===== config.mk =====
export PLATFORM = sky130hd
export DESIGN_NAME = alu_flagged
export DESIGN_NICKNAME = d
export VERILOG_FILES = /design/src/rtl/alu_flagged_pkg.sv /design/src/rtl/alu_adder.sv /design/src/rtl/alu_datapath.sv /design/src/rtl/alu_flag_reg.sv /design/src/rtl/alu_br_eval.sv /design/src/rtl/alu_flagged.sv
export SDC_FILE = /design/constraint.sdc
export NUM_CORES = 1
export LEC_CHECK = 0
export CORE_MARGIN = 2
export CORE_UTILIZATION = 55
export DETAILED_ROUTE_END_ITERATION = 6
export DONT_BUFFER_PORTS = 1
export PLACE_DENSITY = 0.76
export SYNTH_ARGS = -nofsm -noshare
export SYNTH_HDL_FRONTEND = slang
export SYNTH_SLANG_ARGS = --single-unit

===== constraint.sdc =====
create_clock -name clk -period 8.1 [get_ports clk]
set_input_delay 1.215 -clock clk [delete_from_list [all_inputs] [get_ports clk]]
set_output_delay 1.215 -clock clk [all_outputs]
set_load 0.02 [all_outputs]

===== src/rtl/alu_flagged_pkg.sv =====
package alu_flagged_pkg;
  localparam logic [3:0] OP_ADD = 4'd0;
  localparam logic [3:0] OP_ADC = 4'd1;
  localparam logic [3:0] OP_SUB = 4'd2;
  localparam logic [3:0] OP_SBB = 4'd3;
  localparam logic [3:0] OP_CMP = 4'd4;
  localparam logic [3:0] OP_TST = 4'd5;
  localparam logic [3:0] OP_AND = 4'd6;
  localparam logic [3:0] OP_OR  = 4'd7;
  localparam logic [3:0] OP_XOR = 4'd8;
  localparam logic [3:0] OP_NEG = 4'd9;
  localparam logic [3:0] OP_NOT = 4'd10;
  localparam logic [3:0] OP_INC = 4'd11;
  localparam logic [3:0] OP_DEC = 4'd12;

  typedef struct packed {
    logic n;
    logic z;
    logic v;
    logic c;
  } cc_t;
endpackage


===== src/rtl/alu_adder.sv =====
module alu_adder #(
  parameter int W = 8
) (
  input  logic [W-1:0] x,
  input  logic [W-1:0] y,
  input  logic         cin,
  output logic [W-1:0] sum,
  output logic         cout,
  output logic         c_msb
);
  localparam int LW = W - 1;

  logic [LW:0] lo;
  logic [1:0]  hi;

  always_comb begin
    lo   = {1'b0, x[LW-1:0]} + {1'b0, y[LW-1:0]} + {{LW{1'b0}}, cin};
    hi   = {1'b0, x[W-1]} + {1'b0, y[W-1]} + {1'b0, lo[LW]};
    sum  = {hi[0], lo[LW-1:0]};
    cout = hi[1];
    c_msb = lo[LW];
  end
endmodule


===== src/rtl/alu_datapath.sv =====
module alu_datapath
  import alu_flagged_pkg::*;
#(
  parameter int W = 8
) (
  input  logic [W-1:0] a,
  input  logic [W-1:0] b,
  input  logic [3:0]   op,
  input  logic         c_old,
  output logic [W-1:0] res,
  output cc_t          cc_nxt,
  output logic         wr,
  output logic         valid
);
  logic [W-1:0] ax, ay, sum, lres;
  logic         acin, cout, c_msb, use_arith;

  alu_adder #(.W(W)) u_add (
    .x(ax), .y(ay), .cin(acin), .sum(sum), .cout(cout), .c_msb(c_msb)
  );

  always_comb begin
    ax        = a;
    ay        = b;
    acin      = 1'b0;
    use_arith = 1'b1;
    lres      = '0;
    wr        = 1'b1;
    valid     = 1'b1;
    case (op)
      OP_ADD: ;
      OP_ADC: acin = c_old;
      OP_SUB: begin ay = ~b; acin = 1'b1; end
      OP_CMP: begin ay = ~b; acin = 1'b1; wr = 1'b0; end
      OP_SBB: begin ay = ~b; acin = c_old; end
      OP_NEG: begin ax = '0; ay = ~a; acin = 1'b1; end
      OP_INC: begin ay = '0; acin = 1'b1; end
      OP_DEC: begin ay = '1; end
      OP_TST: begin use_arith = 1'b0; lres = a & b; wr = 1'b0; end
      OP_AND: begin use_arith = 1'b0; lres = a & b; end
      OP_OR:  begin use_arith = 1'b0; lres = a | b; end
      OP_XOR: begin use_arith = 1'b0; lres = a ^ b; end
      OP_NOT: begin use_arith = 1'b0; lres = ~a; end
      default: begin use_arith = 1'b0; wr = 1'b0; valid = 1'b0; end
    endcase
    res      = use_arith ? sum : lres;
    cc_nxt.n = res[W-1];
    cc_nxt.z = ~|res;
    cc_nxt.v = use_arith & (cout ^ c_msb);
    cc_nxt.c = use_arith ? cout : c_old;
  end
endmodule


===== src/rtl/alu_flag_reg.sv =====
module alu_flag_reg
  import alu_flagged_pkg::*;
(
  input  logic clk,
  input  logic rst_n,
  input  logic upd,
  input  cc_t  d,
  output cc_t  q
);
  cc_t q_nxt;

  always_comb begin
    q_nxt = q;
    if (upd) q_nxt = d;
  end

  always_ff @(posedge clk or negedge rst_n) begin
    if (!rst_n) q <= '0;
    else        q <= q_nxt;
  end


  flag_hold_chk: assert property (@(posedge clk) disable iff (!rst_n)
    !upd |=> $stable(q));
endmodule


===== src/rtl/alu_br_eval.sv =====
module alu_br_eval
  import alu_flagged_pkg::*;
(
  input  cc_t        cc,
  input  logic [2:0] sel,
  output logic       taken
);
  logic hit;

  always_comb begin
    case (sel[2:1])
      2'd0:    hit = cc.z;
      2'd1:    hit = cc.c;
      2'd2:    hit = cc.n;
      default: hit = cc.v;
    endcase
    // odd codes test the flag clear, except the sign pair which is inverted
    taken = (sel[2:1] == 2'd2) ? (hit ^ ~sel[0]) : (hit ^ sel[0]);
  end
endmodule


===== src/rtl/alu_flagged.sv =====
module alu_flagged
  import alu_flagged_pkg::*;
#(
  parameter int W = 8
) (
  input  logic         clk,
  input  logic         rst_n,
  input  logic [W-1:0] op_a,
  input  logic [W-1:0] op_b,
  input  logic [3:0]   op_sel,
  input  logic         flag_en,
  input  logic [2:0]   br_sel,
  output logic [W-1:0] result,
  output logic         res_wr,
  output logic         flag_n,
  output logic         flag_z,
  output logic         flag_v,
  output logic         flag_c,
  output logic         br_taken
);
  cc_t  cc_q, cc_d;
  logic op_ok;
  logic is_logic;

  alu_datapath #(.W(W)) u_dp (
    .a(op_a), .b(op_b), .op(op_sel), .c_old(cc_q.c),
    .res(result), .cc_nxt(cc_d), .wr(res_wr), .valid(op_ok)
  );

  alu_flag_reg u_flags (
    .clk(clk), .rst_n(rst_n), .upd(flag_en & op_ok), .d(cc_d), .q(cc_q)
  );

  alu_br_eval u_br (.cc(cc_q), .sel(br_sel), .taken(br_taken));

  assign flag_n = cc_q.n;
  assign flag_z = cc_q.z;
  assign flag_v = cc_q.v;
  assign flag_c = cc_q.c;

  assign is_logic = (op_sel == OP_TST) || (op_sel == OP_AND) || (op_sel == OP_OR) ||
                    (op_sel == OP_XOR) || (op_sel == OP_NOT);


  add_ovf_sign_chk: assert property (@(posedge clk) disable iff (!rst_n)
    (op_sel == OP_ADD && cc_d.v) |->
      (op_a[W-1] == op_b[W-1] && result[W-1] != op_a[W-1]));


  sub_noborrow_chk: assert property (@(posedge clk) disable iff (!rst_n)
    (op_sel == OP_SUB) |-> (cc_d.c == (op_a >= op_b)));


  logic_vclr_chk: assert property (@(posedge clk) disable iff (!rst_n)
    (flag_en && is_logic) |=> !flag_v);


  logic_ckeep_chk: assert property (@(posedge clk) disable iff (!rst_n)
    (flag_en && is_logic) |=> (flag_c == $past(flag_c)));


  rsvd_nowr_chk: assert property (@(posedge clk) disable iff (!rst_n)
    (op_sel > OP_DEC) |-> !res_wr);
endmodule


# == Word level (Yosys, flattened, before mapping) ==
# Cells that the tools add are included.
# op_classes
div,0
order_cmp,0
n_eq_ne,14
bitwise,11
addsub,4
n_reduce_logical,12
multipliers,0
n_mux,10
shifts,0
# ops
operator,count
one-hot mux 8 bit (4 select lines),2
"equality test 4 bit, second input constant",5
"equality test 4 x 3 -> 1 bit, second input constant",4
2-to-1 mux 8 bit,2
inverter 8 bit,2
OR reduction 8 bit,2
OR reduction 13 bit,1
OR reduction 11 bit,1
adder 7 x 7 -> 8 bit,1
adder 8 x 1 -> 8 bit,1
AND 8 bit,1
"equality test 4 x 2 -> 1 bit, second input constant",2
bitwise OR 8 bit,1
XOR 8 bit,1
"equality test 4 x 1 -> 1 bit, second input constant",1
zero test 4 bit,1
2-to-1 mux 1 bit,4
OR reduction 2 bit,2
OR reduction 4 bit,1
one-hot mux 1 bit (3 select lines),1
OR reduction 3 bit,1
XOR 1 bit,3
adder 1 x 1 -> 2 bit,1
adder 2 x 1 -> 2 bit,1
8 further kinds,9
# word_totals
reg_bits,4
ramBits,0
memories,0
romBits,0
latch_bits,0
in_bits,26

# == Logic depth before layout (Yosys ltp) ==
# depth
word_depth,9
depth_mapped,21
mapped_depth_nobuf,19

# == Cells and area by module ==
# From an unflattened synthesis, not the netlist that was laid out.
# unflattened
hier_cells,274
hier_area_um2,1970.6
# by_module_without_submodules
mod,cells_each,area_per_inst_um2,instances,seq_area_each_um2
alu_datapath,220,1450.1,1,0.0
alu_adder,42,334.1,1,0.0
alu_flag_reg,8,145.1,1,100.1
alu_br_eval,3,35.0,1,0.0
alu_flagged,1,6.3,1,0.0

# == Least setup slack after synthesis ==
# OpenSTA, ideal clock, no wires.
# synth_path
path_type,input-to-output
start,input port op_sel[3]
end,output port result[7]
cell_stages,17
t_required_ps,6885
path_buffers,3
t_arrival_ps,4691
path_slack_ps,2194
path_cell_list,buf_2 clkbuf_1 mux2i_1 nand2_1 nand2_1 a221o_1 ha_1 nand2_1 o21ai_0 a21oi_1 o21ai_0 a21oi_1 fa_1 or3_1 a31oi_1 a211o_1 buf_4
# synth_rtl
element,line_no,text
"start, declared",alu_flagged.sv:10,"input logic [3:0] op_sel,"
"end, declared",alu_flagged.sv:13,"output logic [W-1:0] result,"

# == Final worst setup path ==
# layout_path
start,input port op_sel[1]
end,output port result[7]
# layout_via
elab_chain_cells,7
elab_cells_between_ends,28
# layout_lines
element,line_no,text
equality test 4 x 2 -> 1 bit / equality test 4 x 3 -> 1 bit (equally long branches),alu_datapath.sv:30,case (op)
OR reduction 3 bit (no source line),n/a,
one-hot mux 8 bit (4 select lines),alu_datapath.sv:30,
adder 7 x 7 -> 8 bit,alu_adder.sv:17,"lo = {1'b0, x[LW-1:0]} + {1'b0, y[LW-1:0]} + {{LW{1'b0}}, cin};"
adder 8 x 1 -> 8 bit,alu_adder.sv:17,
adder 2 x 1 -> 2 bit,alu_adder.sv:18,"hi = {1'b0, x[W-1]} + {1'b0, y[W-1]} + {1'b0, lo[LW]};"
2-to-1 mux 8 bit *,alu_datapath.sv:46,res = use_arith ? sum : lres;
# Mark *: on every way between the ends. The rest lies on a longest branch, timed or not.

==> flow_summary.yaml <==
detailed_routing:
  drc_errors: 0
  wl_per_cell_microns: 17.13
  vias: 1813
  drtPass1Iterations: 4
  antenna_left: 0
  viasPerCell: 6.842
  routed_wl_microns: 4540
  initialDrtViolationCount: 101
synthesis:
  ys_types: 53
  syn_avg_cell_area_sq_um: 7.064
  synth_cells: 243
  synth_edf_count: 0
  yosysWarnings: 0
  syn_nets: 294
  synth_area_leader_cell: "ha_1"
  async_flop_share_pct: 100.0
  synth_area_sq_mm: 0.001717
  synth-seq-area-share_pct: 5.831
  ys_ff_latch: 4
  synth_top_area_share_pct: 16.03
  synth.area.top_cells: "ha_1 (16%), dfrtp_1 (5.8%), inv_1 (5.2%)"
  synth_top_flop_cell: "dfrtp_1"
critical_path:
  cp.required_ps: 6880
  worstRegToRegCells: 15
  cp-start-kind: "primary input"
  path_cells: "inv_1, nand2_1, nor2_1, nor2_1, ha_1, nand2_1, o21ai_0, a21oi_1, o21ai_0, a21oi_1, fa_1, or3_1, a31oi_1, a211o_1"
  cp_slowest_cell: "fa_1"
  reg2reg_slack_ps: 3920
  reg2reg_from: "u_flags.q[0]$_DFFE_PN0P_"
  max_stage_delay_ps: 500
  end_kind: "output port"
  critPathBufInv: 1
  cp_max_fo: 22
  path_delay_family: "compound AO/OA/AOI/OAI gates"
  crit_start: "op_sel[1]"
  setup.worst_path.class: "in2out"
  r2r_end: "u_flags.q[2]$_DFFE_PN0P_"
  arrival_ps: 4880
clocking:
  cts_resized: 0
  post_cts_buffers: 0
  numCtsBuffers: 3
  ctsHoldBuffers: 0
  cts_buffer_depth: 2
  tritoncts: "built"
  clkSlewWorstSetupHoldPaths_ps: 30
  cts_sinks: 4
  clock_latency_ps: 230
  htreeDepth: 1
  cts_root_buf: "clkbuf_4"
floorplanning:
  dieWidth_microns: 59.87
  die_area_sq_mm: 0.003584
  die_h_microns: 59.87
  ios: 40
  start_util_pct: 57.17
  core_sq_mm: 0.003003
  rows: 20
placed_design:
  dpl_cell_area_sq_mm: 0.001687
  pre_cts_ws_ps: 2053
  dp_hpwl_microns: 3516
  gp_congestion: 0.9642
  port_buffers: 0
finish:
  antenna_cells: 0
  largest_register: "u_flags.q"
  design_area_sq_mm: 0.001709
  utilization_pct: 56.92
  drive_gt1_share_pct: 3.017
  top_regs: "u_flags.q (4)"
  regArea_sq_um: 100.1
  largest_register_ffs: 4
  nNetsFinal: 285
  fillers: 285
  multi_input_area_sq_mm: 0.001455
  areaGrowthSynthToFinish_pct: -0.4372
run_status:
  status: "finished, final reports clean"
sta:
  slew_headroom_pct: 46.32
  final.min_clock_period_ps: 6098
  final_hold_viol_count: 0
  tightest_slew_ps: 794.1
  rsz0062_at_grt: "no"
  fin_ws_ps: 2002
  final.setup.tns_ps: 0
  period_share_pct: 75.28
  max_freq_mhz: 164.0
  clock_skew_ps: 1.837
  setup_violations: 0
  slew_viol_final: 0
pwr:
  p_leak_nw: 0.7683
  p_per_area_mw_per_mm2: 106.2
  p_total_uw: 181.5
  irDropWorstVdd_uv: 36.86
grt:
  grt_max_degree: 31
  grt_usage_pct: 25.41
  grt_pass1_wl_microns: 7251
  grt-ovfl-total: 0
  grt_pass1_vias: 1565
  antenna_found_initial: 0
min_path:
  min-delay-start: "u_flags.q[3]$_DFFE_PN0P_"
  hold_class: "reg2reg"
  whs_path_depth: 2
  min_to: "u_flags.q[3]$_DFFE_PN0P_"
flow_run:
  max-cap-violations: 0
==> stage by stage <==
stage	std cells	hold WS, ps
6_report	265	639.1
5_1_grt	265	666.9
4_1_cts	265	645.1
3_5_place_dp	262	641.3
3_3_place_gp	262	641.0
2_1_floorplan	243	604.7
==> final cells by class <==
cell class,count,share of cell area [%]
clock buffer,3,1.318
inverter,24,5.271
multi-input combinational,201,85.14
sequential,4,5.857
tap,33,2.416
==> cells in the final DEF, fill, tap and decap left out, types with 5 or more instances in the layout <==
master,synthesis,routed
ha_1,22,22
o22ai_1,14,14
nor2_1,19,19
mux2i_1,5,5
a21oi_1,16,16
nor2b_1,7,7
inv_1,24,24
nor3b_1,7,7
nand2_1,20,20
nand3_1,7,7
a221o_1,6,6
o21ai_0,17,17
==> cells in the mapped netlist (4+ instances only) <==
library cell / number
a21oi_1: 16
a221o_1: 6
and3b_1: 4
buf_2: 6
dfrtp_1: 4
ha_1: 22
inv_1: 24
mux2i_1: 5
nand2_1: 20
nand2b_1: 4
nand3_1: 7
nor2_1: 19
nor2b_1: 7
nor3b_1: 7
o21ai_0: 17
o22ai_1: 14
==> how the worst max path moves through the flow <==
stage	endpoint	depth (start not counted)
finish	result[7]	14
global route	result[7]	14
CTS	result[7]	14
detailed placement	result[7]	14
global placement	result[7]	14
floorplan	result[7]	17
==> cells by family after synthesis <==
| logic type | count (synthesis) | synth area share (%) |
|---|---|---|
| compound gates | 81 | 31.34 |
| xor+xnor | 4 | 2.041 |
| fa+ha+maj | 25 | 19.53 |
| buf+inv | 38 | 9.403 |
| flops | 4 | 5.831 |
| mux | 6 | 4.227 |
| simple gates | 85 | 27.62 |
==> power breakdown <==
part | internal, mW | total, mW | switching, mW
registers | 0.0240 | 0.0325 | 0.00846
logic | 0.0495 | 0.126 | 0.0761
clock network | 0.0165 | 0.0234 | 0.00691
total | 0.0900 | 0.181 | 0.0915
==> metal layers <==
layer	up-vias	track usage [%]	routed length, microns
met5	-	0	0
met4	0	7.619	125
met3	11	2.814	513
met2	99	40.99	2029
met1	813	35.33	1871
li1	890	-	-
==> tightest hold or removal path, cell delays in order, from the launching register on <==
cell     delay [ps]
dfrtp_1         440
inv_1           100
a21oi_1          60
Power figures use the tool's default switching activity.
